===== src/rtl/nft_pkg.sv =====
package nft_pkg;
  localparam int NUM_DIR = 4;
  localparam int LOC_W   = NUM_DIR + 2;
  localparam int LOC_PE  = NUM_DIR;
  localparam int LOC_RTR = NUM_DIR + 1;

  typedef enum logic [1:0] {
    DIR_N = 2'd0,
    DIR_E = 2'd1,
    DIR_S = 2'd2,
    DIR_W = 2'd3
  } dir_e;
endpackage


===== src/rtl/nft_local_reg.sv =====
module nft_local_reg #(
  parameter int LW = nft_pkg::LOC_W
) (
  input  logic          clk_i,
  input  logic          rst_ni,
  input  logic [LW-1:0] det_i,
  output logic [LW-1:0] lfr_o,
  output logic          summary_o
);
  logic [LW-1:0] lfr_q;
  logic          sum_q;
  logic          live_q;

  always_ff @(posedge clk_i or negedge rst_ni) begin
    if (!rst_ni) begin
      lfr_q  <= '0;
      sum_q  <= 1'b0;
      live_q <= 1'b0;
    end else begin
      lfr_q  <= det_i;
      sum_q  <= |lfr_q;
      live_q <= 1'b1;
    end
  end

  assign lfr_o     = lfr_q;
  assign summary_o = sum_q;

  assert_lfr_load_R2: assert property (@(posedge clk_i) disable iff (!rst_ni)
    live_q |-> lfr_o == $past(det_i));
  assert_summary_R3: assert property (@(posedge clk_i) disable iff (!rst_ni)
    live_q |-> summary_o == $past(|lfr_o));
endmodule


===== src/rtl/nft_region_sync.sv =====
module nft_region_sync #(
  parameter int ND          = nft_pkg::NUM_DIR,
  parameter int SYNC_STAGES = 1
) (
  input  logic          clk_i,
  input  logic          rst_ni,
  input  logic [ND-1:0] nbr_i,
  output logic [ND-1:0] rfr_o
);
  logic [ND-1:0] stg_q [SYNC_STAGES];
  logic          live_q;

  always_ff @(posedge clk_i or negedge rst_ni) begin
    if (!rst_ni) live_q <= 1'b0;
    else         live_q <= 1'b1;
  end

  for (genvar s = 0; s < SYNC_STAGES; s++) begin : g_stage
    if (s == 0) begin : g_first
      always_ff @(posedge clk_i or negedge rst_ni) begin
        if (!rst_ni) stg_q[0] <= '0;
        else         stg_q[0] <= nbr_i;
      end
    end else begin : g_next
      always_ff @(posedge clk_i or negedge rst_ni) begin
        if (!rst_ni) stg_q[s] <= '0;
        else         stg_q[s] <= stg_q[s-1];
      end
    end
  end

  assign rfr_o = stg_q[SYNC_STAGES-1];

  // first stage samples the neighbour wires each clock
  assert_sync_in_R4: assert property (@(posedge clk_i) disable iff (!rst_ni)
    live_q |-> stg_q[0] == $past(nbr_i));
endmodule


===== src/rtl/nft_avoid.sv =====
module nft_avoid #(
  parameter int ND = nft_pkg::NUM_DIR
) (
  input  logic [ND-1:0] rfr_i,
  input  logic [ND-1:0] link_i,
  input  logic [ND-1:0] dst_i,
  output logic [ND-1:0] mask_o,
  output logic [ND-1:0] ok_o,
  output logic          no_route_o
);
  always_comb begin
    mask_o     = rfr_i | link_i;
    ok_o       = dst_i & ~mask_o;
    no_route_o = (dst_i != '0) && (ok_o == '0);
  end
endmodule


===== src/rtl/node_fault_tracker.sv =====
module node_fault_tracker #(
  parameter int SYNC_STAGES = 1
) (
  input  logic                      clk_i,
  input  logic                      rst_ni,
  input  logic [nft_pkg::LOC_W-1:0] fault_det_i,
  input  logic [nft_pkg::NUM_DIR-1:0] nbr_flt_i,
  input  logic [nft_pkg::NUM_DIR-1:0] dst_dir_i,
  output logic [nft_pkg::NUM_DIR-1:0] nbr_flt_o,
  output logic [nft_pkg::LOC_W-1:0] lfr_o,
  output logic [nft_pkg::NUM_DIR-1:0] rfr_o,
  output logic [nft_pkg::NUM_DIR-1:0] avoid_mask_o,
  output logic [nft_pkg::NUM_DIR-1:0] ok_dir_o,
  output logic                      no_route_o
);
  import nft_pkg::*;

  logic summary;

  nft_local_reg #(.LW(LOC_W)) u_local (
    .clk_i     (clk_i),
    .rst_ni    (rst_ni),
    .det_i     (fault_det_i),
    .lfr_o     (lfr_o),
    .summary_o (summary)
  );

  nft_region_sync #(.ND(NUM_DIR), .SYNC_STAGES(SYNC_STAGES)) u_region (
    .clk_i  (clk_i),
    .rst_ni (rst_ni),
    .nbr_i  (nbr_flt_i),
    .rfr_o  (rfr_o)
  );

  nft_avoid #(.ND(NUM_DIR)) u_avoid (
    .rfr_i      (rfr_o),
    .link_i     (lfr_o[NUM_DIR-1:0]),
    .dst_i      (dst_dir_i),
    .mask_o     (avoid_mask_o),
    .ok_o       (ok_dir_o),
    .no_route_o (no_route_o)
  );

  assign nbr_flt_o = {NUM_DIR{summary}};

  // a faulty own link or a faulty neighbour never yields a usable direction
  assert_link_block_R5: assert property (@(posedge clk_i) disable iff (!rst_ni)
    ((lfr_o[NUM_DIR-1:0] | rfr_o) & ok_dir_o) == '0);
  assert_no_route_R7: assert property (@(posedge clk_i) disable iff (!rst_ni)
    no_route_o |-> (ok_dir_o == '0 && dst_dir_i != '0));
  assert_idle_dst_R8: assert property (@(posedge clk_i) disable iff (!rst_ni)
    dst_dir_i == '0 |-> !no_route_o);
endmodule


===== config.mk =====
export PLATFORM = sky130hd
export DESIGN_NAME = node_fault_tracker
export DESIGN_NICKNAME = d
export VERILOG_FILES = /design/src/rtl/nft_pkg.sv /design/src/rtl/nft_local_reg.sv /design/src/rtl/nft_region_sync.sv /design/src/rtl/nft_avoid.sv /design/src/rtl/node_fault_tracker.sv
export SDC_FILE = /design/constraint.sdc
export NUM_CORES = 1
export LEC_CHECK = 0
export BUFFER_PORTS_ARGS = -buffer_cell sky130_fd_sc_hd__buf_2
export CELL_PAD_IN_SITES_DETAIL_PLACEMENT = 0
export CELL_PAD_IN_SITES_GLOBAL_PLACEMENT = 1
export CORE_MARGIN = 4
export CORE_UTILIZATION = 24
export DETAILED_ROUTE_END_ITERATION = 6
export PLACE_DENSITY_LB_ADDON = 0.1
export SYNTH_ARGS = -nofsm -noshare
export SYNTH_HDL_FRONTEND = slang
export SYNTH_SLANG_ARGS = --single-unit

===== constraint.sdc =====
create_clock -name clk_i -period 1.9 [get_ports clk_i]
set_input_delay 0.19 -clock clk_i [delete_from_list [all_inputs] [get_ports clk_i]]
set_output_delay 0.19 -clock clk_i [all_outputs]
set_load 0.02 [all_outputs]

==> out/results.tsv, run 1 <==
stage	metric	value	unit
outcome	status	complete, no violations	
cells_and_area	share of cells above drive strength 1	65.22	%
hold_path	hold path depth	1	
logic_synthesis	Async S/R FF share, synth	100.0	%
critical_path	Critical Path AT	1.48	ns
grt	initial antenna violation count	0	
cells_and_area	diode count	0	
clock_tree	clk slew on worst S/H paths	0.07	ns
logic_synthesis	syn_nets	46	
clock_tree	root buffer cell	clkbuf_4	
grt	vias in the first global route	389	
critical_path	startpoint types	register	
routing	Starting DRT DRC Count	0	
cells_and_area	fin area	608.1	sq um
logic_synthesis	count leader, synth	dfrtp_1	
pwr	combinational share of power	17.0	%
pwr	Switching Fraction	25.85	%
pwr	PD cells	797.8	mW/mm^2
critical_path	reg2reg path depth	2	
pwr	switching power	0.1254	mW
placed_design	dpl ws	0.5125	ns
cells_and_area	# fillers	162	
routing	Post-route DRC	0	
grt	overflow left after global routing	0	
cells_and_area	Layout area overhead	55.27	%
critical_path	CP Class	reg -> out	
sta	skew final	0.002849	ns
cells_and_area	Nets	86	
logic_synthesis	Ys Warns	0	
routing	via count	360	
sta	crit share post-route	87.97	%
placed_design	placed cell areas	571.8	sq um
logic_synthesis	Mean Syn Cell Area	13.05	sq um
floorplanning	Die H	48.40	microns
pwr	Seq pwr share	52.2	%
grt	global-route wire length before repair	1656	microns
logic_synthesis	post-synthesis compound-gate area fraction	0	%
logic_synthesis	Synth Area in XOR/XNOR	0	%
logic_synthesis	Commonest cells post-synth	dfrtp_1 (11), buf_4 (4), or2_2 (4), nor2_1 (3), nor3b_1 (3)	
logic_synthesis	commonest register cell after synthesis	dfrtp_1	
logic_synthesis	Adder-Cell Fraction of Synth Area	0	%
sta	Worst-Margin Slew	0.2587	ns
logic_synthesis	Post-Synthesis Cells	30	
hold_path	worst min-delay path category	in -> reg	
floorplanning	Site Rows	14	
logic_synthesis	largest family of logic cells by synthesized area	simple AND/OR/NAND/NOR gates	
sta	Max Slew Vio Count	0	
floorplanning	CORE AREA	0.001524	sq mm
critical_path	crit-path max FO	4	
grt	gr usage total	8.998	%
logic_synthesis	share of the synthesized area in the top cell type	70.29	%
pwr	VDD IR max	0.3755	mV
sta	Setup violations, final	0	
clock_tree	Num CTS Buffers	3	
routing	Final ANT Viol Nets	0	
clock_tree	CTS tree	built	
logic_synthesis	post-synthesis mux area share	0	%
floorplanning	die area	0.002342	sq mm
pwr	P_int	0.3597	mW
clock_tree	Clock Latency Late Sink	0.26	ns
logic_synthesis	Synth Area in Simple Gates	21.09	%
floorplanning	initial core utilization	25.70	%
logic_synthesis	Yosys cell types	9	
logic_synthesis	largest cells by area after synthesis	dfrtp_1 (70%), buf_4 (7.7%), or2_2 (6.4%)	
placed_design	number of I/O port buffers	38	
clock_tree	CTS HTree Levels	1	
critical_path	Worst setup EP type	output pin	
grt	largest net degree at the start of global routing	12	
logic_synthesis	EDFF count, synth	0	
routing	Detailed Routing Iterations Pass 1	1	
placed_design	routability cong.	0.6475	
critical_path	slowest stage delay, CP	0.51	ns
routing	drt total wl	940	microns
clock_tree	clock sinks	11	
sta	Slew HR	82.59	%
placed_design	dpl hpwl	799	microns
critical_path	required time worst endpoint	1.71	ns
routing	DR vias/cell	4.235	
logic_synthesis	Post-Synthesis Cell Area	391.6	sq um
sta	fmax	598.3	MHz
pwr	Leakage	0.3199	nW
sta	TNS Setup	0	ns
critical_path	worst path cell trace	nor3b_1 > or4_1 > nor2_1 > buf_2	
job	Max Cap Viol	0	
critical_path	CP max stage cell	or4_1	
sta	RSZ-0062 raised after global routing	false	
logic_synthesis	cell taking the most area after synthesis	dfrtp_1	
logic_synthesis	Seq/Total Area, Yosys	70.29	%
clock_tree	number of cells upsized or downsized after cts	0	
pwr	Clock power frac	30.8	%
sta	fin crit period	1.671	ns
cells_and_area	final core occ	39.90	%
clock_tree	Max clock buf depth	2	
floorplanning	Die Wd	48.40	microns
floorplanning	top-level I/O count	39	
sta	final hold vios	0	
logic_synthesis	synthesized flop and latch total	11	
routing	detailed-route wire length per cell	11.06	microns
sta	worst setup margin	0.2286	ns
-- layout make-up --
| cell class | instances | area, sq um | area share [%] |
|---|---|---|---|
| inverters | 1 | 3.754 | 0.6173 |
| clock buffers | 4 | 26.28 | 4.321 |
| multi-input cells | 14 | 82.58 | 13.58 |
| repair buffers | 39 | 200.2 | 32.92 |
| flip-flops and latches | 11 | 275.3 | 45.27 |
| well taps | 16 | 20.02 | 3.292 |
-- power groups by stage --
| stage | Sequential (mW) | Combinational [mW] | Clock (mW) |
|---|---|---|---|
| 5_1_grt | 0.255 | 0.0900 | 0.177 |
| 2_1_floorplan | 0.271 | 0.0270 | 0 |
| 4_1_cts | 0.253 | 0.0840 | 0.157 |
| 6_report | 0.253 | 0.0827 | 0.149 |
| 3_5_place_dp | 0.258 | 0.0824 | 0 |
| 3_3_place_gp | 0.258 | 0.0830 | 0 |
-- final timing paths --
path / from / end / slack, ns
worst max-delay path: u_local.lfr_o[3] / no_route_o / 0.23
worst max register to register: u_local.lfr_o[1] / u_local.summary_o / 0.99
max in group asynchronous: rst_ni / u_local.lfr_o[4] / 1.38
min in group asynchronous: rst_ni / u_local.summary_o / 0.32
worst min register to register: u_local.lfr_o[4] / u_local.summary_o / 0.47
worst min-delay path: fault_det_i[0] / u_local.lfr_o[0] / 0.03
-- cells by family after synthesis --
kind of cell | Yosys count
buffers and inverters | 5
flip-flops | 11
AND/OR/NAND/NOR | 14
-- layer usage --
| metal | up-vias | track usage (%) | share of wire, % |
|---|---|---|---|
| met4 | 0 | 5.530 | 0 |
| met1 | 164 | 10.54 | 38 |
| met5 | - | 0 | 0 |
| li1 | 173 | - | - |
| met3 | 0 | 3.988 | 14 |
| met2 | 23 | 13.26 | 49 |
-- critical path: cells and delay by family (launching register included) --
family | cells | cell delay, ns
AND/OR/NAND/NOR | 3 | 0.68
flip-flops | 1 | 0.40
buffers and inverters | 1 | 0.16
-- repair_timing --
action,CTS,global route
setup buffers,0,0
endpoints found under the hold margin,11,0
setup endpoints to repair,0,0
hold buffers,1,0
-- metrics by stage --
step                hold slack (ns)  total power, mW  std cells
floorplan                   -0.1056           0.2976         30
global placement            0.06779           0.3407         80
detailed placement          0.06543           0.3403         80
CTS                         0.02417           0.4947         85
global route                0.01383           0.5221         85
finish                      0.03418           0.4851         85
-- registers in the layout, indices dropped and copies added, names as in the netlist --
signal,cells
u_local.lfr_o,6
u_local.summary_o,1
u_region.rfr_o,4
-- placed cells by master, fill, tap and decap left out, drive strengths merged --
cell | synthesis | final
dfrtp | 11 | 11
nor4 | 2 | 2
nor3b | 3 | 3
clkbuf | 0 | 4
or4 | 1 | 1
nor2 | 3 | 3
inv | 1 | 1
dlygate4sd3 | 0 | 1
or2 | 4 | 4
buf | 4 | 38
nand2 | 1 | 1
Power figures use the tool's default switching activity.
==> run 2: changes to the inputs <==
--- a/config.mk
+++ b/config.mk
@@ -11,6 +11,7 @@
 export CORE_MARGIN = 4
 export CORE_UTILIZATION = 24
 export DETAILED_ROUTE_END_ITERATION = 6
+export MAX_ROUTING_LAYER = met4
 export PLACE_DENSITY_LB_ADDON = 0.1
 export SYNTH_ARGS = -nofsm -noshare
 export SYNTH_HDL_FRONTEND = slang
==> out/results.tsv, run 2 (synthesis gave the netlist of run 1 again) <==
stage	metric	value	unit
outcome	status	complete, no violations	
grt	gr usage total	9.246	%
cells_and_area	commonest non-fill, non-tap cell in the layout	buf_2	
routing	via count	360	
sta	WHS	0.03404	ns
pwr	VDD IR max	0.3756	mV
clock_tree	Clock Latency Late Sink	0.26	ns
critical_path	Critical Path AT	1.48	ns
critical_path	CP Class	reg -> out	
cells_and_area	diode count	0	
hold_path	hold path depth	1	
cells_and_area	Nets	86	
critical_path	RR Startpoint	u_local.lfr_o[1]	
clock_tree	root buffer cell	clkbuf_4	
floorplanning	initial core utilization	25.70	%
critical_path	Worst setup EP type	output pin	
sta	skew final	0.002018	ns
routing	detailed-route wire length per cell	11.09	microns
floorplanning	Die Wd	48.40	microns
clock_tree	clk slew on worst S/H paths	0.07	ns
pwr	PD cells	799.0	mW/mm^2
floorplanning	Site Rows	14	
cells_and_area	share of cells above drive strength 1	65.22	%
placed_design	number of I/O port buffers	38	
critical_path	flop2flop setup slack	0.99	ns
floorplanning	top-level I/O count	39	
clock_tree	CTS HTree Levels	1	
hold_path	worst min-delay path category	in -> reg	
sta	Setup violations, final	0	
job	Max Cap Viol	0	
sta	Worst-Margin Slew	0.2587	ns
floorplanning	Die H	48.40	microns
clock_tree	Num CTS Buffers	3	
cells_and_area	# fillers	162	
sta	Max Slew Vio Count	0	
critical_path	startpoint types	register	
routing	Post-route DRC	0	
clock_tree	CTS tree	built	
sta	Slew HR	82.59	%
critical_path	R2R Path End	u_local.summary_o	
critical_path	crit-path max FO	4	
clock_tree	clock sinks	11	
routing	drt total wl	943	microns
grt	vias in the first global route	391	
cells_and_area	Largest register FFs	6	
routing	Final ANT Viol Nets	0	
grt	initial antenna violation count	0	
hold_path	hold endpoint	u_local.lfr_o[0]	
sta	final hold vios	0	
grt	global-route wire length before repair	1656	microns
floorplanning	CORE AREA	0.001524	sq mm
pwr	Leakage	0.3199	nW
routing	Detailed Routing Iterations Pass 1	1	
routing	DR vias/cell	4.235	
grt	largest net degree at the start of global routing	12	
placed_design	dpl hpwl	799	microns
clock_tree	post-CTS setup buffers	0	
sta	crit share post-route	87.98	%
floorplanning	die area	0.002342	sq mm
routing	Starting DRT DRC Count	0	
hold_path	Hold Crit Start	fault_det_i[0]	
sta	fin crit period	1.672	ns
critical_path	required time worst endpoint	1.71	ns
clock_tree	Max clock buf depth	2	
critical_path	reg2reg path depth	2	
sta	RSZ-0062 raised after global routing	false	
placed_design	routability cong.	0.6532	
grt	overflow left after global routing	0	
sta	TNS Setup	0	ns
cells_and_area	Layout area overhead	55.27	%
cells_and_area	most frequent cells in the layout	buf_2 (38), dfrtp_1 (11), or2_2 (4)	
sta	fmax	598.2	MHz
-- run 2: cell counts in the layout (fill, tap and decap cells not counted) --
No cell type changed its count.
-- run 2: timing repair --
action | 4_1_cts | 5_1_grt
gates resized for setup | 0 | 0
hold endpoints to repair | 11 | 0
hold buffers | 1 | 0
-- run 2: metrics by stage --
step	std cells	util (%)	power [mW]	worst slack (ns)	cell area, sq um
4_1_cts	85	39.90	0.4947	0.2190	608.1
5_1_grt	85	39.90	0.5221	0.1246	608.1
2_1_floorplan	30	-	0.2976	0.2577	391.6
3_3_place_gp	80	37.52	0.3407	0.4931	571.8
3_5_place_dp	80	37.52	0.3403	0.5125	571.8
6_report	85	39.90	0.4859	0.2284	608.1
-- run 2: final cells by class --
cell class	count	area, sq um	share of cell area, %
clock buffers	4	26.28	4.321
repair buffers	39	200.2	32.92
multi-input cells	14	82.58	13.58
inverters	1	3.754	0.6173
well taps	16	20.02	3.292
flip-flops and latches	11	275.3	45.27
-- run 2: critical path, stage by stage, from the launching register on --
cell     delay (ns)
dfrtp_1        0.40
nor3b_1        0.08
or4_1          0.51
nor2_1         0.09
buf_2          0.16
-- run 2: per-layer routing --
layer  track usage, %  routed length, microns  up-vias
met4            5.530                       0        0
li1                 -                       -      173
met5                -                       0        -
met3            3.988                     126        0
met1            10.54                     361      164
met2            13.26                     455       23
-- run 2: worst max path at each step --
stage,start,endpoint
after floorplan,u_local.lfr_o[3],no_route_o
after global placement,u_local.lfr_o[3],no_route_o
after detailed placement,u_local.lfr_o[3],no_route_o
after CTS,u_local.lfr_o[3],no_route_o
after global routing,u_local.lfr_o[3],no_route_o
final,u_local.lfr_o[3],no_route_o
-- run 2: report_power, final --
part,internal (mW),switching (mW),total (mW)
registers,0.245,0.00786,0.253
logic,0.0335,0.0492,0.0827
clock network,0.0810,0.0691,0.150
